$ cat config.mk
export PLATFORM = sky130hd
export DESIGN_NAME = mas_sequencer
export DESIGN_NICKNAME = d
export VERILOG_FILES = /design/src/rtl/mas_pkg.sv /design/src/rtl/mas_src_select.sv /design/src/rtl/mas_branch_latch.sv /design/src/rtl/mas_copy_reg.sv /design/src/rtl/mas_sequencer.sv
export SDC_FILE = /design/constraint.sdc
export NUM_CORES = 1
export LEC_CHECK = 0
export BUFFER_PORTS_ARGS = -buffer_cell sky130_fd_sc_hd__buf_2
export CAP_MARGIN = 5
export CORE_MARGIN = 4
export CORE_UTILIZATION = 48
export CTS_BUF_LIST = sky130_fd_sc_hd__clkbuf_8
export DETAILED_ROUTE_END_ITERATION = 10
export PLACE_DENSITY = 0.86
export SKIP_LAST_GASP = 1
export SYNTH_ARGS = -nofsm -noshare
export SYNTH_HDL_FRONTEND = slang
export SYNTH_SLANG_ARGS = --single-unit
$ cat constraint.sdc
create_clock -name clk -period 1.7 [get_ports clk]
set_input_delay 0.34 -clock clk [delete_from_list [all_inputs] [get_ports clk]]
set_output_delay 0.34 -clock clk [all_outputs]
set_load 0.02 [all_outputs]
$ cat src/rtl/mas_pkg.sv
package mas_pkg;
    parameter int W_W   = 6;
    parameter int X_W   = 8;
    parameter int BR_W  = 2;
    parameter int CHK_N = 4;
    parameter int A_W   = W_W + X_W;

    typedef enum logic [2:0] {
        SRC_HOLD     = 3'd0,
        SRC_CONST_W  = 3'd1,
        SRC_FIELD_WX = 3'd2,
        SRC_BACKUP   = 3'd3,
        SRC_KEYS_W   = 3'd4,
        SRC_TRAP     = 3'd5
    } src_e;

    typedef struct packed {
        logic [W_W-1:0] w;
        logic [X_W-1:0] x;
    } addr_t;

    // Machine check beats console, console beats the microword code.
    function automatic src_e resolve_src(input logic mchk, input logic con,
                                         input logic [2:0] sel);
        if (mchk) return SRC_TRAP;
        if (con) return SRC_KEYS_W;
        if (sel > 3'd5) return SRC_HOLD;
        return src_e'(sel);
    endfunction

    function automatic logic check_freeze(input logic [CHK_N-1:0] flags,
                                          input logic stop);
        return stop & (|flags);
    endfunction
endpackage

$ cat src/rtl/mas_src_select.sv
module mas_src_select
    import mas_pkg::*;
#(
    parameter logic [A_W-1:0] TRAP_ADDR = '0
) (
    input  src_e            src_i,
    input  addr_t           cur_i,
    input  addr_t           bk_i,
    input  logic [BR_W-1:0] brl_i,
    input  logic [W_W-1:0]  const_w_i,
    input  logic [W_W-1:0]  field_w_i,
    input  logic [X_W-1:0]  field_x_i,
    input  logic [W_W-1:0]  keys_w_i,
    output addr_t           nxt_o
);
    always_comb begin
        nxt_o = cur_i;
        case (src_i)
            SRC_CONST_W:  nxt_o.w = const_w_i;
            SRC_FIELD_WX: begin
                nxt_o.w = field_w_i;
                nxt_o.x = {field_x_i[X_W-1:BR_W], brl_i};
            end
            SRC_BACKUP:   nxt_o = bk_i;
            SRC_KEYS_W:   nxt_o.w = keys_w_i;
            SRC_TRAP:     nxt_o = TRAP_ADDR;
            default:      nxt_o = cur_i;
        endcase
    end
endmodule

$ cat src/rtl/mas_branch_latch.sv
module mas_branch_latch #(
    parameter int BR_W = 2
) (
    input  logic            clk,
    input  logic            rst,
    input  logic            en_i,
    input  logic [BR_W-1:0] d_i,
    output logic [BR_W-1:0] q_o
);
    always_ff @(posedge clk) begin
        if (rst) q_o <= '0;
        else if (en_i) q_o <= d_i;
    end

    // latches move only on the T3 strobe
    a_r6_latch_hold: assert property (@(posedge clk) disable iff (rst)
        !en_i |=> $stable(q_o));
    a_r6_latch_take: assert property (@(posedge clk) disable iff (rst)
        en_i |=> q_o == $past(d_i));
endmodule

$ cat src/rtl/mas_copy_reg.sv
module mas_copy_reg #(
    parameter int WIDTH = 14
) (
    input  logic             clk,
    input  logic             rst,
    input  logic             en_i,
    input  logic [WIDTH-1:0] d_i,
    output logic [WIDTH-1:0] q_o
);
    always_ff @(posedge clk) begin
        if (rst) q_o <= '0;
        else if (en_i) q_o <= d_i;
    end
endmodule

$ cat src/rtl/mas_sequencer.sv
module mas_sequencer
    import mas_pkg::*;
#(
    parameter logic [A_W-1:0] TRAP_ADDR = '0
) (
    input  logic             clk,
    input  logic             rst,
    input  logic             strobe_t1,
    input  logic             strobe_t3,
    input  logic             strobe_t4,
    input  logic [2:0]       src_sel,
    input  logic             mchk_req,
    input  logic             console_req,
    input  logic [W_W-1:0]   const_w,
    input  logic [W_W-1:0]   field_w,
    input  logic [X_W-1:0]   field_x,
    input  logic [W_W-1:0]   keys_w,
    input  logic [BR_W-1:0]  branch_cond,
    input  logic [CHK_N-1:0] chk_flags,
    input  logic             chk_stop,
    output logic [A_W-1:0]   cur_addr,
    output logic [A_W-1:0]   backup_addr,
    output logic [A_W-1:0]   ind_addr
);
    localparam int N_SHADOW = 2;   // 0: backup, 1: indicating

    addr_t           cur_q, nxt;
    logic [A_W-1:0]  cur_vec;
    logic [A_W-1:0]  shadow_q [N_SHADOW];
    logic [N_SHADOW-1:0] shadow_en;
    logic [BR_W-1:0] brl_q;
    src_e            src;
    logic            frozen;

    assign src    = resolve_src(mchk_req, console_req, src_sel);
    assign frozen = check_freeze(chk_flags, chk_stop);

    mas_src_select #(.TRAP_ADDR(TRAP_ADDR)) u_select (
        .src_i     (src),
        .cur_i     (cur_q),
        .bk_i      (addr_t'(shadow_q[0])),
        .brl_i     (brl_q),
        .const_w_i (const_w),
        .field_w_i (field_w),
        .field_x_i (field_x),
        .keys_w_i  (keys_w),
        .nxt_o     (nxt)
    );

    mas_branch_latch #(.BR_W(BR_W)) u_branch (
        .clk  (clk),
        .rst  (rst),
        .en_i (strobe_t3),
        .d_i  (branch_cond),
        .q_o  (brl_q)
    );

    mas_copy_reg #(.WIDTH(A_W)) u_work (
        .clk  (clk),
        .rst  (rst),
        .en_i (strobe_t1),
        .d_i  (nxt),
        .q_o  (cur_vec)
    );
    assign cur_q = addr_t'(cur_vec);

    assign shadow_en[0] = strobe_t4;
    assign shadow_en[1] = strobe_t4 & ~frozen;

    for (genvar g = 0; g < N_SHADOW; g++) begin : g_shadow
        mas_copy_reg #(.WIDTH(A_W)) u_copy (
            .clk  (clk),
            .rst  (rst),
            .en_i (shadow_en[g]),
            .d_i  (cur_vec),
            .q_o  (shadow_q[g])
        );
    end

    assign cur_addr    = cur_vec;
    assign backup_addr = shadow_q[0];
    assign ind_addr    = shadow_q[1];

    // working address moves only at T1
    a_r1_only_t1: assert property (@(posedge clk) disable iff (rst)
        !strobe_t1 |=> $stable(cur_addr));
    // console load wins over the microword code
    a_r3_console_wins: assert property (@(posedge clk) disable iff (rst)
        (strobe_t1 && !mchk_req && console_req) |=>
            cur_addr[A_W-1:X_W] == $past(keys_w));
    // machine check forces the trap address
    a_r4_trap: assert property (@(posedge clk) disable iff (rst)
        (strobe_t1 && mchk_req) |=> cur_addr == TRAP_ADDR);
    // backup captures the working address at T4 only
    a_r5_backup_take: assert property (@(posedge clk) disable iff (rst)
        strobe_t4 |=> backup_addr == $past(cur_addr));
    a_r5_backup_hold: assert property (@(posedge clk) disable iff (rst)
        !strobe_t4 |=> $stable(backup_addr));
    // display freezes on a gated check
    a_r7_freeze: assert property (@(posedge clk) disable iff (rst)
        (strobe_t4 && chk_stop && (|chk_flags)) |=> $stable(ind_addr));
    a_r7_update: assert property (@(posedge clk) disable iff (rst)
        (strobe_t4 && !(chk_stop && (|chk_flags))) |=> ind_addr == $past(cur_addr));
endmodule

---- Yosys cells after proc, flatten, opt, wreduce, memory -nomap -nowiden ----
Index checks and enable logic that the tools add are counted.
storage, ports and cells
  register bits after elaboration ......... 44
  input port bits ......................... 43
  output and inout port bits .............. 42
  logic and storage cells ................. 33
cells by class
  order comparisons ....................... 1
  equal/unequal tests ..................... 5
  mux-type cells .......................... 14
  bitwise operators ....................... 3
  reduce and logical (&&, ||, !) cells .... 5
operators with widths
  cell                                                  count
  one-hot mux 6 bit (5 select lines)                    1
  one-hot mux 8 bit (3 select lines)                    1
  two-way mux 3 bit                                     6
  equality test 3 x 2 -> 1 bit, second input constant   2
  equality test 3 bit, second input constant            2
  two-way mux 1 bit                                     6
  nonzero test 5 bit                                    1
  AND reduction 2 bit                                   2
  OR reduction 4 bit                                    1
  equality test 3 x 1 -> 1 bit, second input constant   1
  greater-than comparator 3 bit, second input constant  1
  nonzero test 3 bit                                    1
  bitwise AND 1 bit                                     2
  inverter 1 bit                                        1

---- Logic depth before layout (Yosys ltp) ----
Gate-level depths: netlist (run 1).
  word-level depth ........................ 10
  mapped depth ............................ 7
  depth with buffers taken out ............ 4

---- Cells and area by module ----
From an unflattened synthesis (run 1), not the netlist that was laid out.
unflattened totals
  cells, all modules ...................... 252
  area, all modules ....................... 2285.9 um^2
modules (own cells, without submodules)
  module            times used  cells an instance  area an instance (um^2)
  mas_copy_reg      3           45                 508.0
  mas_src_select    1           102                644.4
  mas_branch_latch  1           6                  67.6
  mas_sequencer     1           9                  50.0

---- Worst setup path after synthesis (run 1) ----
Ideal clock, no wire load.
  path type ............................... input to register
  from .................................... input port src_sel[1]
  to ...................................... register u_work.q_o[10]
  library setup time ...................... 0.117 ns
  arrival time ............................ 1.417 ns
  required time ........................... 1.583 ns
  setup slack ............................. 0.165 ns
  stages .................................. 6
  cells stage by stage .................... nor2b_1 > buf_6 > and3_4 > buf_6 > a221o_1 > a32o_1
between the ends
  longest elaborated chain between the ends .. 10
  elaborated cells between the ends (all ways) .. 16
RTL lines
  item                                                  RTL line              RTL
  start: declaration                                    mas_sequencer.sv:11   input logic [2:0] src_sel,
  greater-than comparator 3 bit                         mas_pkg.sv:27         if (sel > 3'd5) return SRC_HOLD;
  two-way mux 1 bit (2 in series)                       mas_pkg.sv:27
  two-way mux 1 bit                                     mas_pkg.sv:26         if (con) return SRC_KEYS_W;
  two-way mux 3 bit *                                   mas_pkg.sv:28         return src_e'(sel);
  two-way mux 3 bit *                                   mas_pkg.sv:27
  two-way mux 3 bit *                                   mas_pkg.sv:26
  equality test 3 x 1 -> 1 bit (tied with other cells)  mas_src_select.sv:18  case (src_i)
  nonzero test 5 bit (no line)                          n/a
  AND reduction 2 bit (no line)                         n/a
  end signal: assignment                                mas_copy_reg.sv:12    else if (en_i) q_o <= d_i;
  end: declaration                                      mas_copy_reg.sv:8     output logic [WIDTH-1:0] q_o
Every way passes the cells marked *; elsewhere a longest branch is shown, timed or not. The select of a mux whose other input is x is not followed.
A chain may end at the register's enable or synchronous reset.

---- Worst setup path in the final report (run 1) ----
  from .................................... input port mchk_req
  to ...................................... register u_work.q_o[8]
between the ends
  longest elaborated chain between the ends .. 5
  elaborated cells between the ends (all ways) .. 10
RTL lines
  item                                                  RTL line              RTL
  start: declaration                                    mas_sequencer.sv:12   input logic mchk_req,
  two-way mux 1 bit *                                   mas_pkg.sv:25         if (mchk) return SRC_TRAP;
  two-way mux 3 bit *                                   mas_pkg.sv:26
  equality test 3 x 1 -> 1 bit (tied with other cells)  mas_src_select.sv:18
  nonzero test 5 bit (no line)                          n/a
  AND reduction 2 bit (no line)                         n/a
Every way passes the cells marked *; elsewhere a longest branch is shown, timed or not.

==> impl_summary.txt, run 1 <==
----------------------------------------------------
[Logic synthesis]
  Portion of the post-synthesis area used by sequential elements ... 46.1%
  Count of flip-flops with a built-in enable after synthesis ... 0
  Warnings, synthesis ... 0
  Flip-flop and latch count after synthesis ... 44
  Synthesized-area fraction occupied by xor and xnor cells ... less than 1%
  Multiplexer area fraction after synthesis ... 15.7%
  Gate Count Post-Synth ... 200
  Compound-gate portion of the synthesized area ... 16.4%
  Average footprint of a synthesized cell ... between 9 and 10 µm²
  Cell Area, Synth ... around 0.0019 mm²
  Arithmetic-cell share of the synthesized area counting full adders, half adders and majority gates ... 0%
  Synth Net Count ... 243
  Simple-gate share of the synthesized area ... between 10% and 20%
  Combinational family with the most area after synthesis ... simple AND/OR/NAND/NOR gates
  Share of synthesized flip-flops with an asynchronous set or reset ... 0%
  Number of library cell types mapped by synthesis ... 31
  Synth Flop Type ... dfxtp_1

[Worst setup path]
  Kind of capture point of the worst setup path ... flip-flop
  Biggest fanout along the worst timing path ... 10
  Arrival time at the worst endpoint ... 1590 ps
  Worst Reg2Reg Path Length in Cells ... 2
  Launching element type of the critical path ... input pin
  Worst Setup SP ... mchk_req
  Crit path required time ... 1880 ps
  Origin of the critical flop-to-flop path ... g_shadow[0].u_copy.q_o[10]
  Kind of critical path ... input pin to flip-flop

[Timing]
  Slew at the pin with the worst max-slew slack ... roughly 560 ps
  Relative slew slack ... 62.7%
  Final setup violation count ... 0
  Final-layout setup total negative slack ... 0 ps
  Final cycle utilization of the critical path ... 82.7%
  Final-report hold violation count ... 0
  Final worst setup slack ... 294 ps
  RSZ-0062 raised after global routing ... false
  Maximum clock frequency ... 0.711 GHz
  Worst Skew ... 7.80 ps
  Max Slew Vio Count ... 0
  Post-layout minimum cycle time ... 1410 ps
  Worst Hold Margin ... 271 ps

[Floorplan]
  Effective utilization at floorplan ... 51.0%
  Area of the core ... between 0.003 and 0.004 mm²
  DIE AREA ... 0.00505 mm²
  Die width ... about 70 µm
  I/O pin cnt ... between 80 and 90
  DIE HEIGHT ... a little over 70 µm
  Num rows ... 22

[Routing]
  Drt pass-1 iters ... 4
  Detailed Route Iter0 Violations ... 125
  Total number of vias ... 1904
  DR vias/cell ... about 5.6
  Wire per inst ... 15.4 µm
  Post-detailed-route DRC marker count ... 0
  Post-route ant nets ... 0
  Routed Wire Length ... 5210 µm

[GRT]
  Overall fraction of global-route tracks in use ... about a fifth
  Remaining global-route overflow ... 0
  Antenna violations before repair ... 0
  Global-route wire length before repair ... 8450 µm
  Number of global-route vias before repair ... roughly 1900
  Maximum number of pins on one net before global-route repair ... 37

[Power and ir drop]
  Worst supply voltage drop on vdd ... a little under 0.4 mV
  Static leakage power ... approximately 1.3 nW
  Ratio of total power to cell area ... 867 mW/mm²

[Min path]
  Worst hold stages ... 2
  Min-delay worst type ... input pin to flip-flop
  Min-delay src ... rst

[Clocking]
  TritonCTS clock tree ... done
  Post-CTS setup-driven buffer insertion count ... 0
  Clock transition at the registers of the reported paths ... 80 ps
  Number of gates resized after cts ... 0
  CTS Sinks ... 44
  Buffer cell driving the clock tree root ... clkbuf_8
  Clock Path Buffers ... 2
  CTS Hold Buffers Added ... 0
  Clock latency on the worst-skew pair ... 300 ps
  Total CTS buffers ... 5
  CTS H-tree depth ... 2

[Layout]
  Area occupied by multi-input gates ... about 940 µm²
  Count of fill cells added during filler insertion ... 337
  ANT cells ... 0
  Most frequent standard cell in the layout excluding fill and tap cells ... buf_2
  Share of cells above drive strength 1 ... 35.9%
  Fin nets ... 332
  Area taken by flip-flops and latches ... 881 µm²
  Layout-stage area growth over the synthesis result ... 30.8%
  Commonest non-fill, non-tap cells in the layout ... 82 x buf_2, 44 x dfxtp_1, 42 x nor2_1, 30 x mux2i_1, 12 x buf_4

[Place]
  Final GP Congestion ... 0.902
  Detailed placer's ending HPWL ... approximately 4000 µm
  Port Buffers ... 82
  Worst slack at placement ... -9.18 ps

[Status]
  Run status ... completed

[Run]
  Maxcap violations ... 0

----------------------------------------------------
-- power by group --
group          switching, W  internal, W  leakage [nW]
sequential        0.0000370      0.00107         0.358
clock              0.000358     0.000329        0.0434
combinational      0.000211     0.000157         0.864
total              0.000606      0.00156          1.27
-- cell usage after synthesis (all sizes together), types with 3 or more instances --
library cell / count / area, µm²
mux2i: 30 / 300
or3: 3 / 18.8
o2bb2ai: 4 / 35.0
clkbuf: 4 / 15.0
nand2: 4 / 15.0
a32o: 3 / 30.0
o21ai: 7 / 35.0
a211oi: 3 / 22.5
dfxtp: 44 / 881
nor3: 9 / 45.0
inv: 4 / 15.0
a222oi: 3 / 30.0
a21oi: 4 / 20.0
nor2: 42 / 158
nand2b: 4 / 25.0
a221oi: 8 / 70.1
buf: 8 / 55.1
a221o: 3 / 30.0
-- worst max-delay path: stages --
cell       delay [ps]
buf_2             150
or2_0             460
nor2_1            170
a222oi_1          350
o2bb2ai_1         110
-- path summary, 6_finish.rpt --
check / end / slack (ps)
setup / recovery: u_work.q_o[8] / 290
setup reg to reg: u_work.q_o[10] / 710
hold / removal: g_shadow[0].u_copy.q_o[11] / 270
hold reg to reg: g_shadow[1].u_copy.q_o[2] / 500
-- flip-flops by register name, indices dropped and copies added (netlist names) --
register	cells
g_shadow.u_copy.q_o	28
u_branch.q_o	2
u_work.q_o	14
-- layer usage --
layer	track usage, %	vias up	wire, µm
met4	11.1	0	151
li1	-	903	-
met3	5.11	18	405
met5	0	-	0
met2	33.4	87	2600
met1	25.7	896	2050
-- logic make-up (layout without fill, tap and decap cells) --
kind of cell | after synthesis | after routing
xor+xnor | 1 | 1
mux | 30 | 30
simple gates | 70 | 70
compound gates | 39 | 39
flops | 44 | 44
buf+inv | 16 | 106
-- per-stage QoR --
| stage | power (W) | cell area, µm² | utilization, % | cells |
|---|---|---|---|---|
| floorplan | 0.00135 | 1910 | - | 200 |
| global route | 0.00225 | 2500 | 66.7 | 338 |
| detailed placement | 0.00150 | 2400 | 64.1 | 330 |
| finish | 0.00217 | 2500 | 66.7 | 338 |
| CTS | 0.00217 | 2500 | 66.7 | 338 |
| global placement | 0.00149 | 2400 | 64.1 | 330 |
-- area by class of cell --
class | count | share of cell area [%]
Tap cell | 48 | 2.40
Clock inverter | 2 | 0.601
Timing Repair Buffer | 94 | 20.0
Inverter | 4 | 0.601
Multi-Input combinational cell | 140 | 37.8
Clock buffer | 6 | 3.31
Sequential cell | 44 | 35.3
(Power assumes the default switching activity.)
==> run 2, diff against run 1 <==
clock period = 1.3 ns   (was 1.7 ns; I/O delays follow)
==> impl_summary.txt, run 2 (synthesis results as in run 1) <==
----------------------------------------------------
[Layout]
  Share of cells above drive strength 1 ... 39.3% (+3.4 points)
  ANT cells ... 0 (unchanged)
  Count of fill cells added during filler insertion ... 318 (-5.6%)
  Flip-flop count of the largest register after layout ... 28 (unchanged)
  Fin nets ... 340 (+2.4%)
  Largest registers ... g_shadow.u_copy.q_o x28, u_work.q_o x14, u_branch.q_o x2
  Layout-stage area growth over the synthesis result ... 36.6%
  Most frequent standard cell in the layout excluding fill and tap cells ... buf_2
  Layout Cells excl Fill ... 346 (+2.4%)
  Commonest non-fill, non-tap cells in the layout ... 82 x buf_2, 44 x dfxtp_1, 42 x nor2_1, 30 x mux2i_1, 20 x buf_4
  Largest Register ... g_shadow.u_copy.q_o

[Floorplan]
  DIE AREA ... 0.00505 mm² (unchanged)
  Effective utilization at floorplan ... 51.0% (unchanged)
  I/O pin cnt ... 85 (unchanged)
  Area of the core ... 0.00374 mm² (unchanged)
  Num rows ... 22 (unchanged)
  Die width ... 71.1 µm (unchanged)
  DIE HEIGHT ... 71.1 µm (unchanged)

[Timing]
  Max Slew Vio Count ... 0 (unchanged)
  Final-report hold violation count ... 0 (unchanged)
  Final cycle utilization of the critical path ... 90.3%
  Maximum clock frequency ... about 0.85 GHz
  Final setup violation count ... 0 (unchanged)
  Worst Skew ... 7.49 ps (-0.302 ps)
  Worst Hold Margin ... 207 ps (-64.2 ps)
  Post-layout minimum cycle time ... 1170 ps
  Relative slew slack ... 65.7% (+3.0 points)
  Slew at the pin with the worst max-slew slack ... 514 ps (-44.4 ps)
  RSZ-0062 raised after global routing ... false

[GRT]
  Remaining global-route overflow ... 0 (unchanged)
  Antenna violations before repair ... 0 (unchanged)
  Global-route wire length before repair ... 7940 µm (-6.1%)
  Maximum number of pins on one net before global-route repair ... 39 (+5.4%)
  Number of global-route vias before repair ... 1729 (-6.5%)
  Overall fraction of global-route tracks in use ... 19.8% (-1.0 points)

[Power and ir drop]
  Static leakage power ... 1.34 nW (+5.5%)
  Ratio of total power to cell area ... 1150 mW/mm² (+33%)
  Worst supply voltage drop on vdd ... 0.540 mV (+40%)

[Routing]
  DR vias/cell ... 5.36 (-4.9%)
  Total number of vias ... 1853 (-2.7%)
  Detailed Route Iter0 Violations ... 151 (+21%)
  Routed Wire Length ... 5000 µm (-4.0%)
  Post-detailed-route DRC marker count ... 0 (unchanged)
  Drt pass-1 iters ... 4 (unchanged)
  Wire per inst ... 14.4 µm (-6.3%)
  Post-route ant nets ... 0 (unchanged)

[Worst setup path]
  Worst stage delay on the critical path ... 400 ps (-60 ps)
  Kind of critical path ... input pin to flip-flop
  Launching element type of the critical path ... input pin
  Slowest-stage cell, CP ... or3_1
  Delay-heaviest family, CP ... simple AND/OR/NAND/NOR gates
  Arrival time at the worst endpoint ... 1370 ps (-220 ps)
  Crit path required time ... 1490 ps (-390 ps)
  Cell Chain, Critical Path ... buf_2 -> or2_0 -> or3_1 -> a32o_1
  Biggest fanout along the worst timing path ... 8 (-2)
  Bufs and invs on worst path ... 1 (unchanged)
  Kind of capture point of the worst setup path ... flip-flop

[Clocking]
  Number of gates resized after cts ... 0 (unchanged)
  CTS H-tree depth ... 2 (unchanged)
  Post-CTS setup-driven buffer insertion count ... 0 (unchanged)
  Clock Path Buffers ... 2 (unchanged)
  Buffer cell driving the clock tree root ... clkbuf_8
  TritonCTS clock tree ... done
  CTS Sinks ... 44 (unchanged)
  Clock transition at the registers of the reported paths ... 80 ps (about the same)
  Total CTS buffers ... 5 (unchanged)
  Clock latency on the worst-skew pair ... 300 ps (about the same)
  CTS Hold Buffers Added ... 0 (unchanged)

[Run]
  Maxcap violations ... 0 (unchanged)

[Status]
  Run status ... completed

[Place]
  Post-Place Cells ... 338 (+2.4%)
  Port Buffers ... 82 (unchanged)
  Final GP Congestion ... 0.858 (-4.9%)
  Detailed placer's ending HPWL ... 3910 µm (+0.22%)

[Min path]
  Min-delay worst type ... input pin to flip-flop

----------------------------------------------------
run 2: cell types whose count changed in the layout (fill, tap and decap cells not counted):
cell	change
bufinv_16	+1
inv_6	+1
buf_4	+8
a221oi_1	-4
clkbuf_8	-1
a221oi_2	+4
nor2b_1	-1
nor2b_4	+1
clkinvlp_4	-1
run 2: routing by layer:
layer / track usage [%] / share of wire (%) / wire length, µm / vias up
li1: - / - / - / 918
met1: 25.0 / 43 / 2160 / 856
met2: 31.8 / 48 / 2380 / 70
met3: 5.26 / 7.4 / 372 / 9
met4: 8.35 / 1.7 / 85 / 0
met5: 0 / 0 / 0 / -
run 2: tightest hold or removal path, stage by stage:
cell	delay (ps)
buf_2	80
mux2i_1	60
nor2_1	70
run 2: final timing paths:
path	from	slack (ps)	end	depth (start not counted)
worst min-delay path	branch_cond[1]	210	u_branch.q_o[1]	3
worst max-delay path	console_req	130	u_work.q_o[12]	4
worst min register to register	g_shadow[1].u_copy.q_o[2]	500	g_shadow[1].u_copy.q_o[2]	2
worst max register to register	g_shadow[0].u_copy.q_o[11]	250	u_work.q_o[11]	2
run 2: report_power, final:
group	total, W	switching [W]	internal (W)
Sequential	0.00145	0.0000488	0.00140
Clock	0.00105	0.000474	0.000579
Combinational	0.000502	0.000276	0.000225
run 2: stage by stage:
step	power (W)	cell area, µm²	setup TNS, ps	util [%]	worst slack, ps
2_1_floorplan	0.00177	1950	-604	-	-90.2
4_1_cts	0.00303	2610	0	69.7	121
3_5_place_dp	0.00199	2490	-3080	66.6	-178
5_1_grt	0.00314	2610	0	69.7	33.8
3_3_place_gp	0.00197	2490	-2540	66.6	-153
6_report	0.00301	2610	0	69.7	126
run 2: final cells by class:
type | count | area, µm² | share of cell area, %
Multi-Input combinational cell | 140 | 976 | 37.4
Tap cell | 48 | 60.1 | 2.30
Sequential cell | 44 | 881 | 33.8
Timing Repair Buffer | 102 | 561 | 21.5
Clock buffer | 5 | 68.8 | 2.64
Inverter | 4 | 15.0 | 0.576
Clock inverter | 3 | 46.3 | 1.78
